## src/rtl/rtc_tick_pkg.sv

```systemverilog
package rtc_tick_pkg;

  localparam int SEL_W = 4;
  localparam int DIV_W = (1 << SEL_W) - 1;

  typedef enum logic [1:0] {
    ADDR_CTRL  = 2'd0,
    ADDR_COUNT = 2'd1,
    ADDR_LIVE  = 2'd2,
    ADDR_PEND  = 2'd3
  } tick_addr_e;

  typedef struct packed {
    logic             tick_en;
    logic [SEL_W-1:0] sel;
    logic             master;
  } tick_ctrl_t;

  // Bit positions inside the control word
  localparam int MASTER_BIT = 0;
  localparam int SEL_LSB    = 4;
  localparam int TICK_BIT   = 8;

  // Low-bit mask: the divided strobe fires when these divider bits are all ones
  function automatic logic [DIV_W-1:0] div_mask(input logic [SEL_W-1:0] sel);
    logic [DIV_W:0] one_hot;
    one_hot  = '0;
    one_hot[sel] = 1'b1;
    return DIV_W'(one_hot - 1'b1);
  endfunction

  function automatic logic [31:0] ctrl_word(input tick_ctrl_t c);
    logic [31:0] w;
    w = '0;
    w[MASTER_BIT] = c.master;
    w[SEL_LSB +: SEL_W] = c.sel;
    w[TICK_BIT] = c.tick_en;
    return w;
  endfunction

endpackage

```

## src/rtl/tick_prescaler.sv

```systemverilog
module tick_prescaler
  import rtc_tick_pkg::*;
(
  input  logic             clk,
  input  logic             rst_n,
  input  logic             base_stb,
  input  logic             run_en,
  input  logic [SEL_W-1:0] sel,
  output logic             pre_stb
);

  logic [DIV_W-1:0] pdiv;
  logic [DIV_W-1:0] mask;

  assign mask    = div_mask(sel);
  assign pre_stb = run_en && base_stb && ((pdiv & mask) == mask);

  always_ff @(posedge clk) begin
    if (!rst_n)         pdiv <= '0;
    else if (!run_en)   pdiv <= '0;
    else if (base_stb)  pdiv <= pdiv + 1'b1;
  end

  // With select zero every base strobe must pass through
  a_r3_sel0_every: assert property (@(posedge clk) disable iff (!rst_n)
    (run_en && base_stb && sel == '0) |-> pre_stb);

  // The divider must be at zero right after the master enable is set
  a_r7_div_restart: assert property (@(posedge clk) disable iff (!rst_n)
    $rose(run_en) |-> pdiv == '0);

endmodule

```

## src/rtl/tick_counter.sv

```systemverilog
module tick_counter #(
  parameter int CNT_W = 16
) (
  input  logic             clk,
  input  logic             rst_n,
  input  logic             pre_stb,
  input  logic             load,
  input  logic             stop,
  input  logic [CNT_W-1:0] reload,
  output logic [CNT_W-1:0] live,
  output logic             running,
  output logic             expire
);

  localparam logic [CNT_W-1:0] ONE = CNT_W'(1);

  logic advance;
  assign advance = running && pre_stb && !stop && !load;
  assign expire  = advance && (live == ONE);

  always_ff @(posedge clk) begin
    if (!rst_n) begin
      live    <= '0;
      running <= 1'b0;
    end else if (load) begin
      live    <= reload;
      running <= 1'b1;
    end else if (stop) begin
      running <= 1'b0;
    end else if (advance) begin
      live <= expire ? reload : live - ONE;
    end
  end

  a_r4_load_start: assert property (@(posedge clk) disable iff (!rst_n)
    load |=> (running && live == $past(reload)));

  a_r5_decrement: assert property (@(posedge clk) disable iff (!rst_n)
    (running && pre_stb && !stop && live > ONE) |=> live == $past(live) - ONE);

  a_r5_reload: assert property (@(posedge clk) disable iff (!rst_n)
    expire |=> live == $past(reload));

  a_r6_hold_stopped: assert property (@(posedge clk) disable iff (!rst_n)
    (!running && !load) |=> $stable(live));

endmodule

```

## src/rtl/tick_regs.sv

```systemverilog
module tick_regs
  import rtc_tick_pkg::*;
#(
  parameter int CNT_W  = 16,
  parameter int DATA_W = 32
) (
  input  logic              clk,
  input  logic              rst_n,
  input  logic              reg_wr,
  input  logic [1:0]        reg_addr,
  input  logic [DATA_W-1:0] reg_wdata,
  input  logic              expire,
  output tick_ctrl_t        ctrl,
  output logic [CNT_W-1:0]  count,
  output logic              pend,
  output logic              load,
  output logic              stop
);

  function automatic logic count_accept(input logic [DATA_W-1:0] v);
    return v[CNT_W-1:0] > CNT_W'(2);
  endfunction

  logic             wr_ctrl, wr_count, wr_pend;
  logic             new_master, new_tick;
  logic [SEL_W-1:0] new_sel;

  assign wr_ctrl    = reg_wr && (reg_addr == ADDR_CTRL);
  assign wr_count   = reg_wr && (reg_addr == ADDR_COUNT);
  assign wr_pend    = reg_wr && (reg_addr == ADDR_PEND);
  assign new_master = reg_wdata[MASTER_BIT];
  assign new_tick   = reg_wdata[TICK_BIT];
  assign new_sel    = reg_wdata[SEL_LSB +: SEL_W];

  assign load = wr_ctrl && new_master && new_tick && !ctrl.tick_en && (count != '0);
  assign stop = wr_ctrl && ((ctrl.master && !new_master) ||
                            (new_master && ctrl.tick_en && !new_tick));

  always_ff @(posedge clk) begin
    if (!rst_n) begin
      ctrl  <= '0;
      count <= '0;
      pend  <= 1'b0;
    end else begin
      if (wr_ctrl) begin
        ctrl.master  <= new_master;
        ctrl.tick_en <= new_tick;
        if (new_master) ctrl.sel <= new_sel;
      end
      if (wr_count && count_accept(reg_wdata)) count <= reg_wdata[CNT_W-1:0];
      if (expire)                           pend <= 1'b1;
      else if (wr_pend && reg_wdata[0])     pend <= 1'b0;
    end
  end

  a_r2_reject_small: assert property (@(posedge clk) disable iff (!rst_n)
    (wr_count && reg_wdata[CNT_W-1:0] <= CNT_W'(2)) |=> $stable(count));

  a_r8_set_on_expire: assert property (@(posedge clk) disable iff (!rst_n)
    expire |=> pend);

  a_r8_zero_write: assert property (@(posedge clk) disable iff (!rst_n)
    (wr_pend && !reg_wdata[0] && !expire) |=> $stable(pend));

  a_r9_sel_gated: assert property (@(posedge clk) disable iff (!rst_n)
    (wr_ctrl && !reg_wdata[MASTER_BIT]) |=> $stable(ctrl.sel));

endmodule

```

## src/rtl/rtc_tick_timer.sv

```systemverilog
module rtc_tick_timer
  import rtc_tick_pkg::*;
#(
  parameter int CNT_W  = 16,
  parameter int DATA_W = 32
) (
  input  logic              clk,
  input  logic              rst_n,
  input  logic              base_stb,
  input  logic              reg_wr,
  input  logic [1:0]        reg_addr,
  input  logic [DATA_W-1:0] reg_wdata,
  output logic [DATA_W-1:0] reg_rdata,
  output logic              tick_irq
);

  tick_ctrl_t       ctrl;
  logic [CNT_W-1:0] count, live;
  logic             pend, load, stop, expire, running, pre_stb;

  tick_regs #(.CNT_W(CNT_W), .DATA_W(DATA_W)) u_regs (
    .clk(clk), .rst_n(rst_n), .reg_wr(reg_wr), .reg_addr(reg_addr),
    .reg_wdata(reg_wdata), .expire(expire), .ctrl(ctrl), .count(count),
    .pend(pend), .load(load), .stop(stop)
  );

  tick_prescaler u_pre (
    .clk(clk), .rst_n(rst_n), .base_stb(base_stb), .run_en(ctrl.master),
    .sel(ctrl.sel), .pre_stb(pre_stb)
  );

  tick_counter #(.CNT_W(CNT_W)) u_cnt (
    .clk(clk), .rst_n(rst_n), .pre_stb(pre_stb), .load(load), .stop(stop),
    .reload(count), .live(live), .running(running), .expire(expire)
  );

  always_comb begin
    case (reg_addr)
      ADDR_CTRL:  reg_rdata = DATA_W'(ctrl_word(ctrl));
      ADDR_COUNT: reg_rdata = DATA_W'(count);
      ADDR_LIVE:  reg_rdata = DATA_W'(live);
      default:    reg_rdata = DATA_W'(pend);
    endcase
  end

  assign tick_irq = pend;

  // The counter never runs while the stored master enable is clear
  a_r7_master_gates: assert property (@(posedge clk) disable iff (!rst_n)
    !ctrl.master |-> !running);

endmodule

```

## config.mk

```make
export PLATFORM = sky130hd
export DESIGN_NAME = rtc_tick_timer
export DESIGN_NICKNAME = d
export VERILOG_FILES = /design/src/rtl/rtc_tick_pkg.sv /design/src/rtl/tick_prescaler.sv /design/src/rtl/tick_counter.sv /design/src/rtl/tick_regs.sv /design/src/rtl/rtc_tick_timer.sv
export SDC_FILE = /design/constraint.sdc
export NUM_CORES = 1
export LEC_CHECK = 0
export CAP_MARGIN = 10
export CORE_ASPECT_RATIO = 1.1
export CORE_MARGIN = 2
export CORE_UTILIZATION = 52
export DETAILED_ROUTE_END_ITERATION = 10
export GPL_ROUTABILITY_DRIVEN = 0
export PLACE_DENSITY_LB_ADDON = 0.08
export SLEW_MARGIN = 0
export SYNTH_ARGS = -nofsm -noshare
export SYNTH_HDL_FRONTEND = slang
export SYNTH_SLANG_ARGS = --single-unit
```

## constraint.sdc

```tcl
create_clock -name clk -period 4 [get_ports clk]
set_input_delay 1 -clock clk [delete_from_list [all_inputs] [get_ports clk]]
set_output_delay 1 -clock clk [all_outputs]
set_load 0.02 [all_outputs]
```

; After elaboration in Yosys (flattened, before gate mapping)
; Cells that the tools add are included.
; W data, S select, Z words.
[totals]
ff_bits = 55
elab_cells = 66
inputBits = 38
[op_classes]
mux = 11
eq_ne = 6
order_cmp = 3
bitwise = 1
n_reduce_logical = 34
n_addsub = 3
[op_table]
columns = cell, count
row1 = $mux W16, 4
row2 = $pmux W16 S3, 1
row3 = $logic_and A1 B1 Y1, 20
row4 = $eq A16 B1 Y1 const B, 1
row5 = $gt A16 B2 Y1 const B, 1
row6 = $reduce_bool A16 Y1, 1
row7 = $sub A16 B1 Y16 const B, 1
row8 = $add A15 B1 Y15 const B, 1
row9 = $and A15 B15 Y15, 1
row10 = $eq A15 B15 Y1, 1
row11 = $sub A15 B1 Y15 const B, 1
row12 = $reduce_and A2 Y1, 3
row13 = $reduce_bool A2 Y1, 3
row14 = $logic_not A1 Y1, 5
row15 = $lt A4 B5 Y1 const B, 1
row16 = $mux W1, 5
row17 = $demux W1 S4, 1
row18 = $eq A2 B2 Y1 const B, 2
row19 = $ge A4 B1 Y1 const B, 1
row20 = $eq A2 B1 Y1 const B, 1
row21 = $logic_not A2 Y1, 1
row22 = $ne A2 B1 Y1 const B, 1
row23 = $logic_or A1 B1 Y1, 1

; Longest topological paths before layout
[logic_depth]
ltp_word = 16
ltp_mapped = 14
mapped_depth_nobuf = 10

; Cells and area by module
; Synthesis repeated with hierarchy kept, for this count alone.
[hier_totals]
hier_cells = 422
hier_area_um2 = 3569.7
[by_module_without_submodules]
columns = module, area_each_um2, cells_per_inst, instances, seq_area_each_um2
row1 = tick_counter, 1102.3, 143, 1, 340.3
row2 = tick_regs, 1072.3, 109, 1, 460.4
row3 = tick_prescaler, 985.9, 126, 1, 300.3
row4 = rtc_tick_timer, 409.1, 44, 1, 0.0

; Least setup slack after synthesis
; OpenSTA, ideal clock, no wires.
[synth_timing]
kind = input -> output
start = input port reg_addr[0]
end = output port reg_rdata[4]
setup_slack_ns = 0.769
t_required_ns = 3.000
arrival_ns = 2.231
stages = 6
cell_sequence = clkbuf_1 -> nor2b_1 -> clkbuf_1 -> clkbuf_1 -> nand2_1 -> o21ai_0
[synth_between]
elab_chain_cells = 2
word_cells_on_any_way = 4
cone_classes = eq/ne (2) / mux (1) / reduce/logical (1)
[synth_rtl]
columns = element, line_no
row1 = from (decl), rtc_tick_timer.sv:11  ; input logic [1:0] reg_addr,
row2 = "$eq A2 B2 Y1, or another cell as far along", rtc_tick_timer.sv:38  ; case (reg_addr)
row3 = $pmux W16 S3 *, rtc_tick_timer.sv:38
row4 = to (decl), rtc_tick_timer.sv:13  ; output logic [DATA_W-1:0] reg_rdata,
; Mark *: on every way between the ends. The rest lies on a longest branch, timed or not.

; Final worst setup path
[layout_timing]
start = input port reg_addr[1]
end = output port reg_rdata[6]
; The elaborated chain is that of the path after synthesis.

==> run summary <==
Initial Utilization = 53.4%
Leakage = 1.40 nW
Main synth FF type = dfxtp_1
GRT Total Usage = 25.9%
FF-to-FF End = u_cnt.live[5]
drc violations = 0
IO Count = 71
worst-path cell chain = clkdlybuf4s50_1 -> buf_4 -> mux2i_1 -> o21ai_0 -> clkdlybuf4s50_1
global route overflow = 0
Die Y-Extent = 89.8 um
DRT Wirelength = 9330 um
clock-pin transition on the worst setup and hold timing paths = 0.10 ns
leading area contributor after synthesis = dfxtp_1
CP Launch Type = primary input
FF+latch count, synth = 55
count of pins over their slew limit = 0
post-synthesis cell count = 431
DP HPWL = 6900 um
crit path time final = 3.83 ns
status = completed
max_slew headroom = 21.5%
sequential cell area fraction in the yosys report = 31.7%
hold_buf cts = 0
Final Cycle Share = 95.8%
CTS Buffer Depth = 2
Die X = 82.0 um
Post-DRT Antenna Nets = 0
core area = 0.00652 sq mm
Critical path origin = reg_addr[1]
CP max stage cell = clkdlybuf4s50_1
Critical Path RT = 3.00 ns
Hold Crit Class = register to register
antenna violations before repair = 0
CTS tree = done
largest net degree at the start of global routing = 23
endpoints failing hold = 0
Port Buffers = 38
Max Clk Rate = 261 MHz
maxcap violations = 0
reg2reg start = u_regs.ctrl[3]
drt first pass iters = 5
Slowest Stage Delay on Critical Path = 0.67 ns
routed via count = 3303
Peak VDD IR = 185 uV
final setup margin = 0.168 ns
worst setup path endpoint = reg_rdata[6]
top post-synthesis cells by area = dfxtp_1 (32%), mux2i_1 (8.6%), nor2_1 (5.6%)
DIE AREA = 0.00736 sq mm
FILL cells = 571
R2R Setup Slk = 0.45 ns
global-route wire length before repair = 15000 um
maximum fanout along the worst path = 8
Final #Nets = 509
Tightest Pin Transition = 1.17 ns
setup TNS = 0 ns
Async S/R FF share, synth = 0%
yosys warns = 0
FF-to-FF path depth = 9
DP Worst Slack = 0.150 ns
Worst EP arrival = 2.83 ns
H-tree Lvls = 2
CP most frequent cell = clkdlybuf4s50_1
Worst setup EP type = output port
number of flops mapped to enable cells by yosys = 0
RSZ-0062 raised after global routing = false
Synth top area share = 31.7%
Wirelength per Cell = 17.0 um
final-report setup violation count = 0
antenna cells = 0
CTS buffer count = 5
Avg Cell Area, Syn = 8.07 sq um
clk root buf = clkbuf_8
Power Density = 277 mW/mm^2
kind of critical path = primary input to output port
Distinct cells, synth = 64
Via-to-Cell Ratio = 6.02
initial drt markers = 277
site row count = 31
clk sinks = 55
Layout area overhead = 15.7%
proportion of layout cells with a drive suffix above 1 = 8.78%
clock skew = 0.0130 ns
vias in the first global route = 3056
post-synthesis cell area = 0.00348 sq mm
latest clock arrival within the worst-skew pair = 0.32 ns
==> flip-flops by register name (all words and copies together) (netlist names) <==
register,cells
u_pre.pdiv,15
u_regs.pend,1
u_cnt.running,1
u_cnt.live,16
u_regs.count,16
u_regs.ctrl,6
==> cells in the final DEF, fill, tap and decap left out, types with 3 or more instances in the layout <==
cell type        count
clkbuf_8             5
nand2b_1             7
nand3_1             17
o221ai_1             3
mux2i_1             30
a21oi_1             16
buf_4               21
a31oi_1              3
nand4_1              6
nor2_1              52
xnor2_1              4
o211ai_1             6
clkdlybuf4s50_1     38
or2_1                3
conb_1              16
a2111oi_0            3
or3_1                9
nand3b_1             5
a22o_1              10
nand2_1             37
a221oi_1             3
o31ai_1              3
o21ai_0             16
inv_1                9
nor3_1              12
or4_1                5
ha_1                 4
dfxtp_1             55
xor2_1               7
a211oi_1             6
a21boi_0             3
nor4_1              10
o21ai_1              3
==> stage by stage <==
step / hold WS, ns / power (mW) / util [%] / instances / cell area, sq um
finish: 0.504 / 1.11 / 61.8 / 549 / 4030
global route: 0.537 / 1.16 / 61.8 / 549 / 4030
CTS: 0.509 / 1.12 / 61.7 / 549 / 4020
detailed placement: 0.495 / 0.759 / 60.1 / 542 / 3920
global placement: 0.486 / 0.757 / 60.1 / 542 / 3920
floorplan: 0.465 / 0.707 / - / 446 / 3530
==> metal layers <==
metal	global-route usage, %	wire, um	vias up
li1	-	-	1614
met1	31.7	3860	1551
met2	44.7	4700	114
met3	3.31	421	24
met4	10.4	346	0
met5	0	0	-
==> what timing repair did <==
item,in CTS,in global routing
resized for setup,0,1
setup endpoints to repair,0,1
setup buffers,0,0
==> cell type report <==
| type | instances | area (sq um) | share of cell area (%) |
|---|---|---|---|
| Multi-Input combinational cell | 337 | 2140 | 53.2 |
| Inverter | 9 | 33.8 | 0.839 |
| Timing Repair Buffer | 59 | 538 | 13.4 |
| Sequential cell | 55 | 1100 | 27.4 |
| Clock inverter | 2 | 37.5 | 0.933 |
| Clock buffer | 5 | 68.8 | 1.71 |
| Tap cell | 82 | 103 | 2.55 |
==> logic make-up after synthesis <==
logic type / count (synthesis) / synth area share (%)
AND/OR/NAND/NOR: 184 / 27.5
AO/OA/AOI/OAI: 91 / 18.7
flip-flops: 55 / 31.7
buffers and inverters: 54 / 8.60
multiplexers: 31 / 9.28
XOR/XNOR: 11 / 2.77
adder cells (fa/ha/maj): 4 / 1.44
other: 1 / 0.108
==> where the power goes <==
group / leakage [nW] / switching [mW] / internal, mW
clock network: 0.0502 / 0.181 / 0.183
registers: 0.445 / 0.0155 / 0.558
logic: 0.909 / 0.103 / 0.0741
==> critical path, delay by kind of cell <==
kind	cells	cell delay [ns]
buffers and inverters	3	1.46
AOI/OAI and AO/OA	1	0.30
muxes	1	0.08
==> worst min path at each step <==
| stage | start | end | slack, ns | cells past startpoint |
|---|---|---|---|---|
| 4_1_cts | u_cnt.live[14] | u_cnt.live[14] | 0.51 | 2 |
| 2_1_floorplan | u_cnt.live[14] | u_cnt.live[14] | 0.47 | 2 |
| 3_3_place_gp | u_cnt.live[14] | u_cnt.live[14] | 0.49 | 2 |
| 6_report | u_cnt.live[14] | u_cnt.live[14] | 0.50 | 2 |
| 5_1_grt | u_regs.pend | u_regs.pend | 0.54 | 2 |
| 3_5_place_dp | u_cnt.live[14] | u_cnt.live[14] | 0.49 | 2 |
==> cells in the mapped netlist (all sizes together), types with 7 or more instances <==
library cell	count
a21oi	16
a22o	10
buf	32
clkbuf	13
dfxtp	55
inv	9
mux2i	30
nand2	37
nand2b	7
nand3	17
nor2	54
nor3	13
nor4	11
o21ai	19
or3	9
xor2	7
No activity file was read; power rests on OpenSTA's default activity.
